File: config.mk
export PLATFORM = sky130hd
export DESIGN_NAME = lcv_monitor
export DESIGN_NICKNAME = d
export VERILOG_FILES = /design/src/rtl/lcv_pkg.sv /design/src/rtl/lcv_bpv_track.sv /design/src/rtl/lcv_subst_filter.sv /design/src/rtl/lcv_zero_run.sv /design/src/rtl/lcv_accum.sv /design/src/rtl/lcv_monitor.sv
export SDC_FILE = /design/constraint.sdc
export NUM_CORES = 1
export LEC_CHECK = 0
export ABC_AREA = 1
export BUFFER_PORTS_ARGS = -buffer_cell sky130_fd_sc_hd__clkbuf_2
export CAP_MARGIN = 15
export CORE_UTILIZATION = 61
export CTS_BUF_LIST = sky130_fd_sc_hd__clkbuf_2
export DETAILED_ROUTE_END_ITERATION = 8
export GPL_TIMING_DRIVEN = 1
export PLACE_DENSITY_LB_ADDON = 0.1
export SLEW_MARGIN = 20
export SYNTH_ARGS = -nofsm -noshare
export SYNTH_HDL_FRONTEND = slang
export SYNTH_SLANG_ARGS = --single-unit
File: constraint.sdc
create_clock -name clk -period 4.7 [get_ports clk]
set_clock_uncertainty 0.1 [all_clocks]
set_input_delay 0.94 -clock clk [delete_from_list [all_inputs] [get_ports clk]]
set_output_delay 0.94 -clock clk [all_outputs]
set_load 0.02 [all_outputs]
File: src/rtl/lcv_pkg.sv
package lcv_pkg;

    localparam int CNT_W      = 16;
    localparam int BYTE_W     = 8;
    localparam int CW_LEN     = 8;                 // substitution word length
    localparam int CW_FIRST_V = 4;                 // position of first V in word
    localparam int CW_DLY     = CW_LEN - CW_FIRST_V; // delay so both V's are cancellable
    localparam int ZLIM_PLAIN = 16;
    localparam int ZLIM_SUBST = 8;
    localparam int ZRUN_W     = $clog2(ZLIM_PLAIN + 1);

    typedef struct packed {
        logic pos;
        logic neg;
    } sym_t;

    function automatic logic sym_zero(sym_t s);
        return !s.pos && !s.neg;
    endfunction

    function automatic logic sym_single(sym_t s);
        return s.pos ^ s.neg;
    endfunction

    function automatic logic sym_both(sym_t s);
        return s.pos && s.neg;
    endfunction

endpackage

File: src/rtl/lcv_bpv_track.sv
module lcv_bpv_track
    import lcv_pkg::*;
(
    input  logic clk,
    input  logic rst,
    input  logic bit_en,
    input  sym_t sym,
    output logic viol
);
    logic last_pos_q;
    logic seen_q;

    always_comb begin
        viol = bit_en && (sym_both(sym) ||
                          (sym_single(sym) && seen_q && (sym.pos == last_pos_q)));
    end

    always_ff @(posedge clk) begin
        if (rst) begin
            last_pos_q <= 1'b0;
            seen_q     <= 1'b0;
        end else if (bit_en && sym_single(sym)) begin
            last_pos_q <= sym.pos;
            seen_q     <= 1'b1;
        end
    end

    // Idle cycles must not disturb the polarity reference
    assert_idle_pol_R9: assert property (@(posedge clk) disable iff (rst)
        !bit_en |=> ($stable(last_pos_q) && $stable(seen_q)));

endmodule

File: src/rtl/lcv_subst_filter.sv
module lcv_subst_filter
    import lcv_pkg::*;
#(
    parameter int DLY = CW_DLY,
    parameter int HLEN = CW_LEN - 1
) (
    input  logic clk,
    input  logic rst,
    input  logic bit_en,
    input  logic b8zs_en,
    input  sym_t sym,
    input  logic viol,
    output logic viol_out,
    output logic cw_hit
);
    logic [DLY-1:0]   d_q;
    logic [DLY-1:0]   d_nxt;
    sym_t [HLEN-1:0]  hist_q;
    logic             shape_ok;

    // hist_q[k] holds the bit received k+1 enabled bits ago; the current bit
    // is word position 8, so position p sits at index 7-p.
    always_comb begin
        shape_ok = sym_zero(hist_q[6]) && sym_zero(hist_q[5]) && sym_zero(hist_q[4])
                && sym_single(hist_q[3]) && sym_single(hist_q[2])
                && (hist_q[2].pos != hist_q[3].pos)
                && sym_zero(hist_q[1])
                && sym_single(hist_q[0]) && (hist_q[0].pos == hist_q[2].pos)
                && sym_single(sym) && (sym.pos != hist_q[0].pos);
        cw_hit   = bit_en && b8zs_en && shape_ok && d_q[DLY-1] && d_q[0];
        viol_out = bit_en && d_q[DLY-1] && !cw_hit;
        d_nxt    = {d_q[DLY-2:0], viol};
        if (cw_hit) d_nxt[1] = 1'b0;   // second V of the word, now moving to stage 1
    end

    always_ff @(posedge clk) begin
        if (rst) begin
            d_q    <= '0;
            hist_q <= '0;
        end else if (bit_en) begin
            d_q    <= d_nxt;
            hist_q <= {hist_q[HLEN-2:0], sym};
        end
    end

    assert_idle_dly_R9: assert property (@(posedge clk) disable iff (rst)
        !bit_en |=> ($stable(d_q) && $stable(hist_q)));

    // Bit after a recognized word carries the word's B at stage DLY-1: never a violation
    assert_cw_quiet_R5: assert property (@(posedge clk) disable iff (rst)
        cw_hit |=> !viol_out);

endmodule

File: src/rtl/lcv_zero_run.sv
module lcv_zero_run
    import lcv_pkg::*;
(
    input  logic clk,
    input  logic rst,
    input  logic bit_en,
    input  logic exz_en,
    input  logic b8zs_en,
    input  sym_t sym,
    output logic zex
);
    localparam logic [ZRUN_W-1:0] LIM_PLAIN = ZRUN_W'(ZLIM_PLAIN);
    localparam logic [ZRUN_W-1:0] LIM_SUBST = ZRUN_W'(ZLIM_SUBST);

    logic [ZRUN_W-1:0] zrun_q;
    logic [ZRUN_W-1:0] lim;

    always_comb begin
        lim = b8zs_en ? LIM_SUBST : LIM_PLAIN;
        zex = bit_en && exz_en && sym_zero(sym) && (zrun_q == lim - 1'b1);
    end

    always_ff @(posedge clk) begin
        if (rst) begin
            zrun_q <= '0;
        end else if (bit_en) begin
            if (!sym_zero(sym))  zrun_q <= '0;
            else if (zrun_q < lim) zrun_q <= zrun_q + 1'b1;
        end
    end

    // One event per run: a completed run cannot fire again on the next cycle
    assert_once_per_run_R4: assert property (@(posedge clk) disable iff (rst)
        zex |=> !zex);

endmodule

File: src/rtl/lcv_accum.sv
module lcv_accum
    import lcv_pkg::*;
#(
    parameter int W = CNT_W
) (
    input  logic         clk,
    input  logic         rst,
    input  logic         ev_a,
    input  logic         ev_b,
    input  logic         tick,
    output logic [W-1:0] hold
);
    localparam logic [W-1:0] MAXV = '1;

    logic [W-1:0] run_q;
    logic [1:0]   inc;
    logic [W:0]   sum;
    logic [W-1:0] run_sat;

    always_comb begin
        inc     = {1'b0, ev_a} + {1'b0, ev_b};
        sum     = {1'b0, run_q} + {{(W-1){1'b0}}, inc};
        run_sat = sum[W] ? MAXV : sum[W-1:0];
    end

    always_ff @(posedge clk) begin
        if (rst) begin
            run_q <= '0;
            hold  <= '0;
        end else if (tick) begin
            hold  <= run_q;
            run_q <= {{(W-2){1'b0}}, inc};
        end else begin
            run_q <= run_sat;
        end
    end

    assert_no_wrap_R8: assert property (@(posedge clk) disable iff (rst)
        (!tick && run_q == MAXV) |=> run_q == MAXV);

    assert_hold_steady_R7: assert property (@(posedge clk) disable iff (rst)
        !tick |=> $stable(hold));

    assert_restart_R7: assert property (@(posedge clk) disable iff (rst)
        tick |=> run_q <= W'(2));

endmodule

File: src/rtl/lcv_monitor.sv
module lcv_monitor
    import lcv_pkg::*;
(
    input  logic       clk,
    input  logic       rst,
    input  logic       bit_en,
    input  logic       rx_pos,
    input  logic       rx_neg,
    input  logic       exz_en,
    input  logic       b8zs_en,
    input  logic       sec_tick,
    output logic [7:0] cnt_hi,
    output logic [7:0] cnt_lo
);
    sym_t             sym;
    logic             viol_now;
    logic             viol_dly;
    logic             cw_hit;
    logic             zex;
    logic [CNT_W-1:0] hold;

    assign sym = '{pos: rx_pos, neg: rx_neg};

    lcv_bpv_track u_track (
        .clk(clk), .rst(rst), .bit_en(bit_en), .sym(sym), .viol(viol_now)
    );

    lcv_subst_filter u_filter (
        .clk(clk), .rst(rst), .bit_en(bit_en), .b8zs_en(b8zs_en), .sym(sym),
        .viol(viol_now), .viol_out(viol_dly), .cw_hit(cw_hit)
    );

    lcv_zero_run u_zero (
        .clk(clk), .rst(rst), .bit_en(bit_en), .exz_en(exz_en), .b8zs_en(b8zs_en),
        .sym(sym), .zex(zex)
    );

    lcv_accum u_acc (
        .clk(clk), .rst(rst), .ev_a(viol_dly), .ev_b(zex), .tick(sec_tick), .hold(hold)
    );

    assign cnt_hi = hold[CNT_W-1:CNT_W-BYTE_W];
    assign cnt_lo = hold[BYTE_W-1:0];

    // A substitution word is only recognized in the substitution mode
    assert_cw_mode_R5: assert property (@(posedge clk) disable iff (rst)
        cw_hit |-> b8zs_en);

endmodule

==> reports/results.txt, run 1 <==
leakage: 1.22 nW
layout cells sized above 1: 15.4%
CTS tree: yes
Post-CTS Resized: 0
largest family of logic cells by synthesized area: simple AND/OR/NAND/NOR gates
buffers plus inverters on the worst setup path: 5
top cell type by total area after synthesis: dfxtp_1
RSZ-0062 raised after global routing: no
H-tree depth: 3
core box area: 4060 um2
TNS Setup: 0 ns
hold_buf cts: 0
cell mode on critical path: inv_1
post-CTS setup buffers: 0
half-perimeter wire length after placement: 3380 um
commonest non-fill, non-tap cells in the layout: dfxtp_1, nand2_1, inv_1, nor2_1, o21ai_0
Startpoint Class: input port
final hold violation count: 0
worst path required time: 5.03 ns
PortBufs: 23
Net count, final: 376
Max-Cap Viols: 0
Fill cells: 362
asr flop ratio synth: 0%
DRT iter0 DRCs: 141
CP Cell Sequence: clkbuf_2 > inv_1 > ha_1 > nand2_1 > nor2_1 > nand2_1 > nor2_1 > nand4_1 > nand3_1 > inv_1 > ha_1 > ha_1 > inv_1 > fa_1 > nor2_4 > nand3_4 > nor2_8 > nand3_4 > nand3_1 > nand2_1 > inv_1
leading register cell type out of synthesis: dfxtp_1
post-synthesis mux area share: 0%
Max VDD drop: 0.199 mV
Worst setup EP type: flip-flop
cell area power density: 295 nW/um2
WL/cell: 12.0 um
Hold Path Class: reg2reg
DRC: 0
Avg Inst Size Synth: 7.74 um2
global route total overflow: 0
vias post-DR: 2,219
RePlAce Congestion: 0.860
Rel. slew slack: 38.3%
part of the cycle the worst path needs: 77.0%
commonest non-fill, non-tap cell in the layout: dfxtp_1
Mapped Nets: 353
critical-path maximum fanout: 15
row count: 23
Setup violations, final: 0
FF+latch count, synth: 57
ant diodes: 0
Detailed Route WL: 4960 um
yosys warns: 0
mapped cell area: 2600 um2
Synth Area in Compound Gates: 19.4%
Antenna Nets Post-Route: 0
pre-CTS setup slack: 0.592 ns
worst setup slack after layout: 1.08 ns
drt pass-1 iters: 5
critical path class: in2reg
CTS root buffer: clkbuf_2
fin cells: 413
Max stage delay on crit path: 0.43 ns
Sw Ratio: 28.6%
top cells by area, synth: dfxtp_1, o21ai_0, nand2_1, a21oi_1, inv_1
I/O pin total: 24
worst skew pair latency: 0.47 ns
Seq/Total Area, Yosys: 43.9%
clock sink count: 57
TritonCTS Buffers: 9
hold_ws: 0.387 ns
CP arrival: 3.94 ns
Die Span Y: 67.3 um
status: completed
post-synthesis adder-cell area fraction: 4.62%
gr usage total: 25.3%
Area growth, synth to finish: 7.84%
CP delay by family, top: simple AND/OR/NAND/NOR gates
vias in the first global route: 1,966
combinational power share: 10.3%
multi-input logic area: 1240 um2
clock-pin slew on the worst setup and hold paths: 0.15 ns
post-synthesis xor/xnor area fraction: 2.69%
Die X: 67.3 um
area share of the largest cell type after synthesis: 43.9%
Slew @ Worst Pin: 0.925 ns
clock power share: 27.5%
worst-case clock buffer depth: 2
number of synthesized flops with an enable pin: 0
Seq pwr share: 62.2%
vias per cell: 5.37
post-synthesis cell count: 336
Net Switching: 0.236 mW
post-synthesis cell type count: 32
Slowest-stage cell, CP: fa_1
largest net degree at the start of global routing: 39
first-pass GRT wire length: 8400 um
Achievable Freq: 0.276 GHz
Final min period: 3.62 ns
Initial Utilization: 64.1%
FF/Latch Area: 1140 um2
Cell Int Power: 0.590 mW
area of the die: 4530 um2
post-synthesis simple-gate area fraction: 20.9%
initial antenna violation count: 0
Cells after DPL: 398
max-slew violations: 0
==> cell families after synthesis <==
logic type                 count (synthesis)
adders and majority gates                  9
DFF                                       57
and+or+nand+nor                          116
AOI/OAI and AO/OA                         89
buffers and inverters                     57
xor gates and xnor gates                   8
==> cells in the mapped netlist (all sizes together), types with 3 or more instances <==
| cell type | count |
|---|---|
| nand4 | 4 |
| o21ai | 44 |
| inv | 44 |
| clkbuf | 9 |
| ha | 8 |
| dfxtp | 57 |
| nand3 | 19 |
| nand2 | 43 |
| a21oi | 40 |
| xor2 | 7 |
| nor3 | 3 |
| nor2 | 42 |
| buf | 3 |
==> power by group through the flow <==
stage               Combinational, mW  Sequential [mW]  Clock (mW)
global route                   0.0964            0.518       0.256
CTS                            0.0854            0.514       0.236
detailed placement             0.0848            0.525           0
finish                         0.0851            0.514       0.227
floorplan                      0.0531            0.531           0
global placement               0.0832            0.525           0
==> registers in the layout, summed over array words and instances, names as in the netlist <==
signal              count
u_acc.hold             16
u_acc.run_q            16
u_filter.hist_q        14
u_zero.zrun_q           5
u_filter.d_q            4
u_track.last_pos_q      1
u_track.seen_q          1
==> tightest hold or removal path, delay by kind of cell (launching register included) <==
family | cells | cell delay (ns)
compound gates | 1 | 0.06
buf+inv | 1 | 0.06
flops | 1 | 0.34
==> per-stage QoR <==
step	utilization [%]	total power, mW	area [um2]
floorplan	-	0.585	2600
global placement	67.4	0.608	2730
detailed placement	67.4	0.610	2730
CTS	69.1	0.836	2810
global route	69.1	0.870	2810
finish	69.1	0.827	2810
==> routing by layer <==
layer,part of all wire (%),wire [um],track usage [%],up-vias
li1,-,-,-,1155
met3,2.9,142,6.25,10
met5,0,0,0,-
met1,49,2460,30.3,1025
met2,46,2300,40.3,29
met4,1.4,70,16.0,0
==> worst paths after layout <==
path,start,endpoint,slack [ns],cells past startpoint
max,rx_pos,u_acc.run_q[14],1.08,21
min,u_filter.hist_q[9],u_filter.hist_q[11],0.39,2
max reg2reg,u_zero.zrun_q[3],u_acc.run_q[14],1.63,14
min reg2reg,u_filter.hist_q[9],u_filter.hist_q[11],0.39,2
==> cell type report <==
class	count	area share, %
repair buffers	24	4.37
inverters	45	6.02
clock inverters	6	0.937
well taps	50	2.23
flip-flops and latches	57	40.7
multi-input cells	222	44.2
clock buffers	9	1.61
No activity file was read; power rests on OpenSTA's default activity.
==> inputs of run 2 (changes only) <==
--- a/config.mk
+++ b/config.mk
@@ -5,7 +5,7 @@
 export SDC_FILE = /design/constraint.sdc
 export NUM_CORES = 1
 export LEC_CHECK = 0
-export ABC_AREA = 1
+export ABC_AREA = 0
 export BUFFER_PORTS_ARGS = -buffer_cell sky130_fd_sc_hd__clkbuf_2
 export CAP_MARGIN = 15
 export CORE_UTILIZATION = 61
==> constraint.sdc (replaced) <==
create_clock -name clk -period 3.5 [get_ports clk]
set_clock_uncertainty 0.1 [all_clocks]
set_input_delay 0.7 -clock clk [delete_from_list [all_inputs] [get_ports clk]]
set_output_delay 0.7 -clock clk [all_outputs]
set_load 0.02 [all_outputs]
==> reports/results.txt, run 2 <==
status: completed
part of the cycle the worst path needs: 99.0%
Regs by FF count: u_acc.hold: 16 flops, u_acc.run_q: 16 flops, u_filter.hist_q: 14 flops
FF/Latch Area: 1140 um2
Hold Path Class: reg2reg
Slew @ Worst Pin: 0.668 ns
commonest non-fill, non-tap cells in the layout: dfxtp_1, nor2_1, mux2i_1
max-slew violations: 0
FF+latch count, synth: 57
final hold violation count: 0
post-synthesis cell type count: 43
Achievable Freq: 0.289 GHz
met2 Use GR: 34.0%
fin cells: 360
DRC: 0
Fill cells: 326
commonest non-fill, non-tap cell in the layout: dfxtp_1
Pwr Total: 1.05 mW
clock power share: 29.3%
PortBufs: 23
yosys warns: 0
vias per cell: 5.39
critical path class: in2reg
initial antenna violation count: 0
WL/cell: 12.7 um
drt pass-1 iters: 4
row count: 23
Net count, final: 322
worst path required time: 3.78 ns
Die Span Y: 66.9 um
Avg Inst Size Synth: 9.60 um2
Startpoint Class: input port
Detailed Route WL: 4590 um
CTS tree: yes
area share of the largest cell type after synthesis: 44.4%
leading register cell type out of synthesis: dfxtp_1
vias post-DR: 1,942
critical-path maximum fanout: 11
hold_buf cts: 0
Worst setup EP type: flip-flop
final design utilization: 73.7%
Slowest-stage cell, CP: or4_4
Rel. slew slack: 55.5%
grt met1 use: 30.9%
RSZ-0062 raised after global routing: yes
Most Used Layer, Global Route: met2
Die X: 66.9 um
Seq pwr share: 63.1%
leakage: 1.24 nW
CP Cell Sequence: buf_8 > inv_8 > ha_4 > nand4bb_1 > or4_4 > a2111oi_4 > a21oi_1 > ha_1 > ha_2 > inv_2 > fa_2 > nand4b_4 > nor4_4 > nand2b_4 > a221oi_4
top cells by area, synth: dfxtp_1, mux2i_1, nor2_1, ha_1, a21oi_1
half-perimeter wire length after placement: 3200 um
TritonCTS Buffers: 9
Cells after DPL: 340
Setup violations, final: 0
H-tree depth: 3
worst skew pair latency: 0.47 ns
gr usage total: 23.6%
ant diodes: 0
cell area power density: 354 nW/um2
vias in the first global route: 1,679
area of the die: 4480 um2
RePlAce Congestion: 0.799
TNS Setup: 0 ns
asr flop ratio synth: 0%
clock sink count: 57
clock-pin slew on the worst setup and hold paths: 0.13 ns
Mapped Nets: 285
first-pass GRT wire length: 7660 um
Area growth, synth to finish: 15.5%
largest net degree at the start of global routing: 26
post-synthesis cell count: 268
met3 GRT Util: 8.22%
Sw Ratio: 26.1%
most frequent cells after synthesis: dfxtp_1, nor2_1, mux2i_1
combinational power share: 7.6%
Final min period: 3.46 ns
Max-Cap Viols: 0
CP arrival: 3.74 ns
global route total overflow: 0
top cell type by total area after synthesis: dfxtp_1
Max VDD drop: 0.269 mV
core box area: 4030 um2
Antenna Nets Post-Route: 0
number of synthesized flops with an enable pin: 0
worst-case clock buffer depth: 2
Max stage delay on crit path: 0.43 ns
Initial Utilization: 63.9%
Net Switching: 0.274 mW
Cell Int Power: 0.778 mW
CTS root buffer: clkbuf_2
most common cell in the netlist: dfxtp_1
DRT iter0 DRCs: 85
Seq/Total Area, Yosys: 44.4%
mapped cell area: 2570 um2
I/O pin total: 24
layout cells sized above 1: 22.3%
multi-input logic area: 1380 um2
==> run 2: changes by cell type after synthesis, sizes merged, moves of 3 or more <==
cell    before  now
nand3       19    8
a21oi       40   17
clkbuf       9    5
inv         44   13
xnor2        1    9
nor4         0    6
buf          3    7
nand2       43   14
or3          0    3
nor2b        0    4
xor2         7    2
o21ai       44    4
mux2i        0   35
==> run 2: cell families (layout without fill, tap and decap cells) <==
kind of cell,count (synthesis),in the layout,synth area share [%]
AOI/OAI and AO/OA,32,32,8.37
buffers and inverters,25,67,4.13
xor gates and xnor gates,11,11,3.75
DFF,57,57,44.4
and+or+nand+nor,99,99,21.1
muxes,35,35,13.6
adders and majority gates,9,9,4.67
==> run 2: final timing paths <==
| path | startpoint | to | slack, ns | cells past startpoint |
|---|---|---|---|---|
| worst max-delay path | rx_neg | u_acc.run_q[1] | 0.04 | 15 |
| worst min-delay path | u_track.last_pos_q | u_track.last_pos_q | 0.38 | 2 |
| worst max register to register | u_filter.hist_q[8] | u_acc.run_q[1] | 0.10 | 11 |
| worst min register to register | u_track.last_pos_q | u_track.last_pos_q | 0.38 | 2 |
==> run 2: through the flow <==
stage	hold WS, ns	setup slack (ns)	instance area, um2
3_3_place_gp	0.356	-0.499	2810
2_1_floorplan	0.337	-0.322	2610
4_1_cts	0.381	0.00844	2930
6_report	0.379	0.0351	2970
3_5_place_dp	0.364	-0.595	2810
5_1_grt	0.427	-0.0841	2970
==> run 2: per-layer routing <==
layer / part of all wire [%] / wire length, um
met5: 0 / 0
met4: 2.1 / 97
met3: 4.1 / 186
met2: 42 / 1940
met1: 52 / 2360
==> run 2: power by group through the flow <==
stage	sequential [mW]	combinational, mW	clock (mW)
floorplan	0.677	0.0551	0
global placement	0.678	0.0741	0
detailed placement	0.678	0.0752	0
CTS	0.664	0.0764	0.318
global route	0.666	0.0883	0.345
finish	0.664	0.0796	0.309
==> run 2: repair_timing <==
item                                    CTS  global route
pin swaps                                 0             2
gates resized for setup                   4            10
setup buffers                             2             2
hold endpoints to repair                  0             0
endpoints found under the setup margin    7            15
==> run 2: critical path: cells and delay by family <==
family	cells	cell delay, ns
AND/OR/NAND/NOR	5	1.21
adder cells (fa/ha/maj)	4	1.06
AO/OA/AOI/OAI	3	0.61
buffers and inverters	3	0.16
==> run 2: final cells by class <==
class,instances,area share [%]
clock buffer,10,1.68
clock inverter,6,0.842
inverter,13,2.06
multi-input combinational,186,46.5
sequential,57,38.4
tap,50,2.11
timing repair buffer,38,8.34
==> inputs of run 3 (changes only) <==
--- a/config.mk
+++ b/config.mk
@@ -8,12 +8,15 @@
 export ABC_AREA = 0
 export BUFFER_PORTS_ARGS = -buffer_cell sky130_fd_sc_hd__clkbuf_2
 export CAP_MARGIN = 15
+export CORE_MARGIN = 2
 export CORE_UTILIZATION = 61
 export CTS_BUF_LIST = sky130_fd_sc_hd__clkbuf_2
 export DETAILED_ROUTE_END_ITERATION = 8
 export GPL_TIMING_DRIVEN = 1
+export HOLD_SLACK_MARGIN = 0.15
 export PLACE_DENSITY_LB_ADDON = 0.1
 export SLEW_MARGIN = 20
 export SYNTH_ARGS = -nofsm -noshare
 export SYNTH_HDL_FRONTEND = slang
+export SYNTH_HIERARCHICAL = 1
 export SYNTH_SLANG_ARGS = --single-unit
==> reports/results.txt, run 3 <==
vias in the first global route: 1,946
WL/cell: 13.5 um
HP Start: u_filter/d_q[1]
Final min period: 3.34 ns
hold_buf cts: 0
DP Area: 2870 um2
drt pass-1 iters: 4
area share of the largest cell type after synthesis: 43.8%
Max VDD drop: 0.273 mV
worst skew pair latency: 0.47 ns
critical path depth: 13
most common cell in the netlist: dfxtp_1
most frequent cells after synthesis: dfxtp_1, nor2_1, mux2i_1
gr usage total: 22.4%
half-perimeter wire length after placement: 3380 um
Net Switching: 0.264 mW
hold_ws: 0.393 ns
Fill cells: 324
cell area power density: 355 nW/um2
Achievable Freq: 0.300 GHz
leakage: 1.19 nW
Regs by FF count: u_acc/hold: 16 flops, u_acc/run_q: 16 flops, u_filter/hist_q: 14 flops
I/O pin total: 24
Area growth, synth to finish: 12.9%
worst setup slack after layout: 0.163 ns
CP arrival: 3.60 ns
Initial Utilization: 64.2%
Setup violations, final: 0
Antenna Nets Post-Route: 0
Cells after DPL: 351
clock power share: 29.3%
commonest non-fill, non-tap cells in the layout: dfxtp_1, nor2_1, clkbuf_2
number of synthesized flops with an enable pin: 0
fin cells: 365
asr flop ratio synth: 0%
clock-pin slew on the worst setup and hold paths: 0.14 ns
vias per cell: 5.58
Mapped Nets: 288
Die X: 69.4 um
commonest non-fill, non-tap cell in the layout: dfxtp_1
leading register cell type out of synthesis: dfxtp_1
top cell type by total area after synthesis: dfxtp_1
final design utilization: 72.5%
critical path class: reg2reg
core box area: 4060 um2
yosys warns: 6
post-CTS setup buffers: 0
hold path cells: 2
Worst setup EP type: flip-flop
post-synthesis cell count: 272
Critical R2R Launch: u_filter/hist_q[1]
CP Cell Sequence: or3b_1 > a2111o_1 > nor4_2 > nor2_1 > ha_1 > ha_2 > inv_1 > fa_2 > nand4b_1 > buf_4 > nor4_1 > and3_1 > nor3_1
Final Cell Area: 2940 um2
Pwr Total: 1.04 mW
Seq/Total Area, Yosys: 43.8%
Hold Path Class: reg2reg
CTS root buffer: clkbuf_2
area of the die: 4810 um2
worst path required time: 3.76 ns
vias post-DR: 2,036
final hold violation count: 0
Max-Cap Viols: 0
max-slew violations: 0
row count: 23
clock sink count: 57
Slowest-stage cell, CP: a2111o_1
TritonCTS Buffers: 9
Worst setup startpoint: u_filter/hist_q[1]
Startpoint Class: flip-flop
TNS Setup: 0 ns
Cell Int Power: 0.781 mW
RSZ-0062 raised after global routing: no
post-synthesis cell type count: 52
R2R cell count: 13
mapped cell area: 2610 um2
DRC: 0
part of the cycle the worst path needs: 95.3%
RePlAce Congestion: 0.874
status: completed
combinational power share: 7.4%
first-pass GRT wire length: 8610 um
pre-CTS setup slack: -0.268 ns
Slew @ Worst Pin: 0.672 ns
Max stage delay on crit path: 0.40 ns
FF+latch count, synth: 57
Seq pwr share: 63.3%
Avg Inst Size Synth: 9.58 um2
largest net degree at the start of global routing: 30
Sw Ratio: 25.3%
Post-CTS Resized: 0
DRT iter0 DRCs: 149
layout cells sized above 1: 22.9%
worst-case clock buffer depth: 2
PortBufs: 23
Net count, final: 328
Detailed Route WL: 4930 um
CP delay by family, top: simple AND/OR/NAND/NOR gates
initial antenna violation count: 0
ant diodes: 0
CTS tree: yes
buffers plus inverters on the worst setup path: 2
critical-path maximum fanout: 3
H-tree depth: 3
top cells by area, synth: dfxtp_1, mux2i_1, nor2_1, ha_1, a21oi_1
Die Span Y: 69.4 um
global route total overflow: 0
Rel. slew slack: 55.2%
[run 3: changes by cell type after synthesis, moves of 3 or more]
cell	previous run	this run
nand2_1	14	7
a21oi_1	17	14
and3_1	0	3
nand2_2	0	3
nor3_1	3	6
o211ai_1	0	3
or3_1	3	0
[run 3: kinds of logic after synthesis]
group                      Yosys count  synth area share, %
xor gates and xnor gates            10                 3.36
muxes                               34                 13.1
adders and majority gates            8                 4.13
and+or+nand+nor                    104                 21.9
AOI/OAI and AO/OA                   38                 10.4
buffers and inverters               21                 3.36
DFF                                 57                 43.8
[run 3: final timing paths]
check,endpoint,slack [ns]
worst max register to register,u_acc/run_q[12],0.16
worst min-delay path,u_filter/d_q[1],0.39
worst min register to register,u_filter/d_q[1],0.39
worst max-delay path,u_acc/run_q[12],0.16
[run 3: metal layers]
metal | global-route usage [%] | up-vias | share of wire [%]
met1 | 26.6 | 939 | 49
met2 | 36.8 | 35 | 46
met5 | 0 | - | 0
met4 | 12.6 | 0 | 1.9
met3 | 5.67 | 7 | 3.0
li1 | - | 1055 | -
[run 3: final cells by class]
type                       count  area [um2]  share of cell area (%)
multi-input combinational    194        1400                    47.4
tap                           50        62.6                    2.13
timing repair buffer          39         235                    7.99
sequential                    57        1140                    38.8
clock inverter                 2        7.51                   0.255
inverter                      11        41.3                    1.40
clock buffer                  12        60.1                    2.04
[run 3: power by group through the flow]
stage	combinational [mW]	sequential [mW]	clock (mW)
global route	0.0854	0.663	0.346
detailed placement	0.0773	0.676	0
CTS	0.0777	0.662	0.317
global placement	0.0763	0.675	0
floorplan	0.0498	0.675	0
finish	0.0777	0.661	0.306
[run 3: tightest hold or removal path, stage by stage (launching register included)]
cell	delay (ns)
dfxtp_1	0.34
nand2b_1	0.06
a21oi_1	0.06
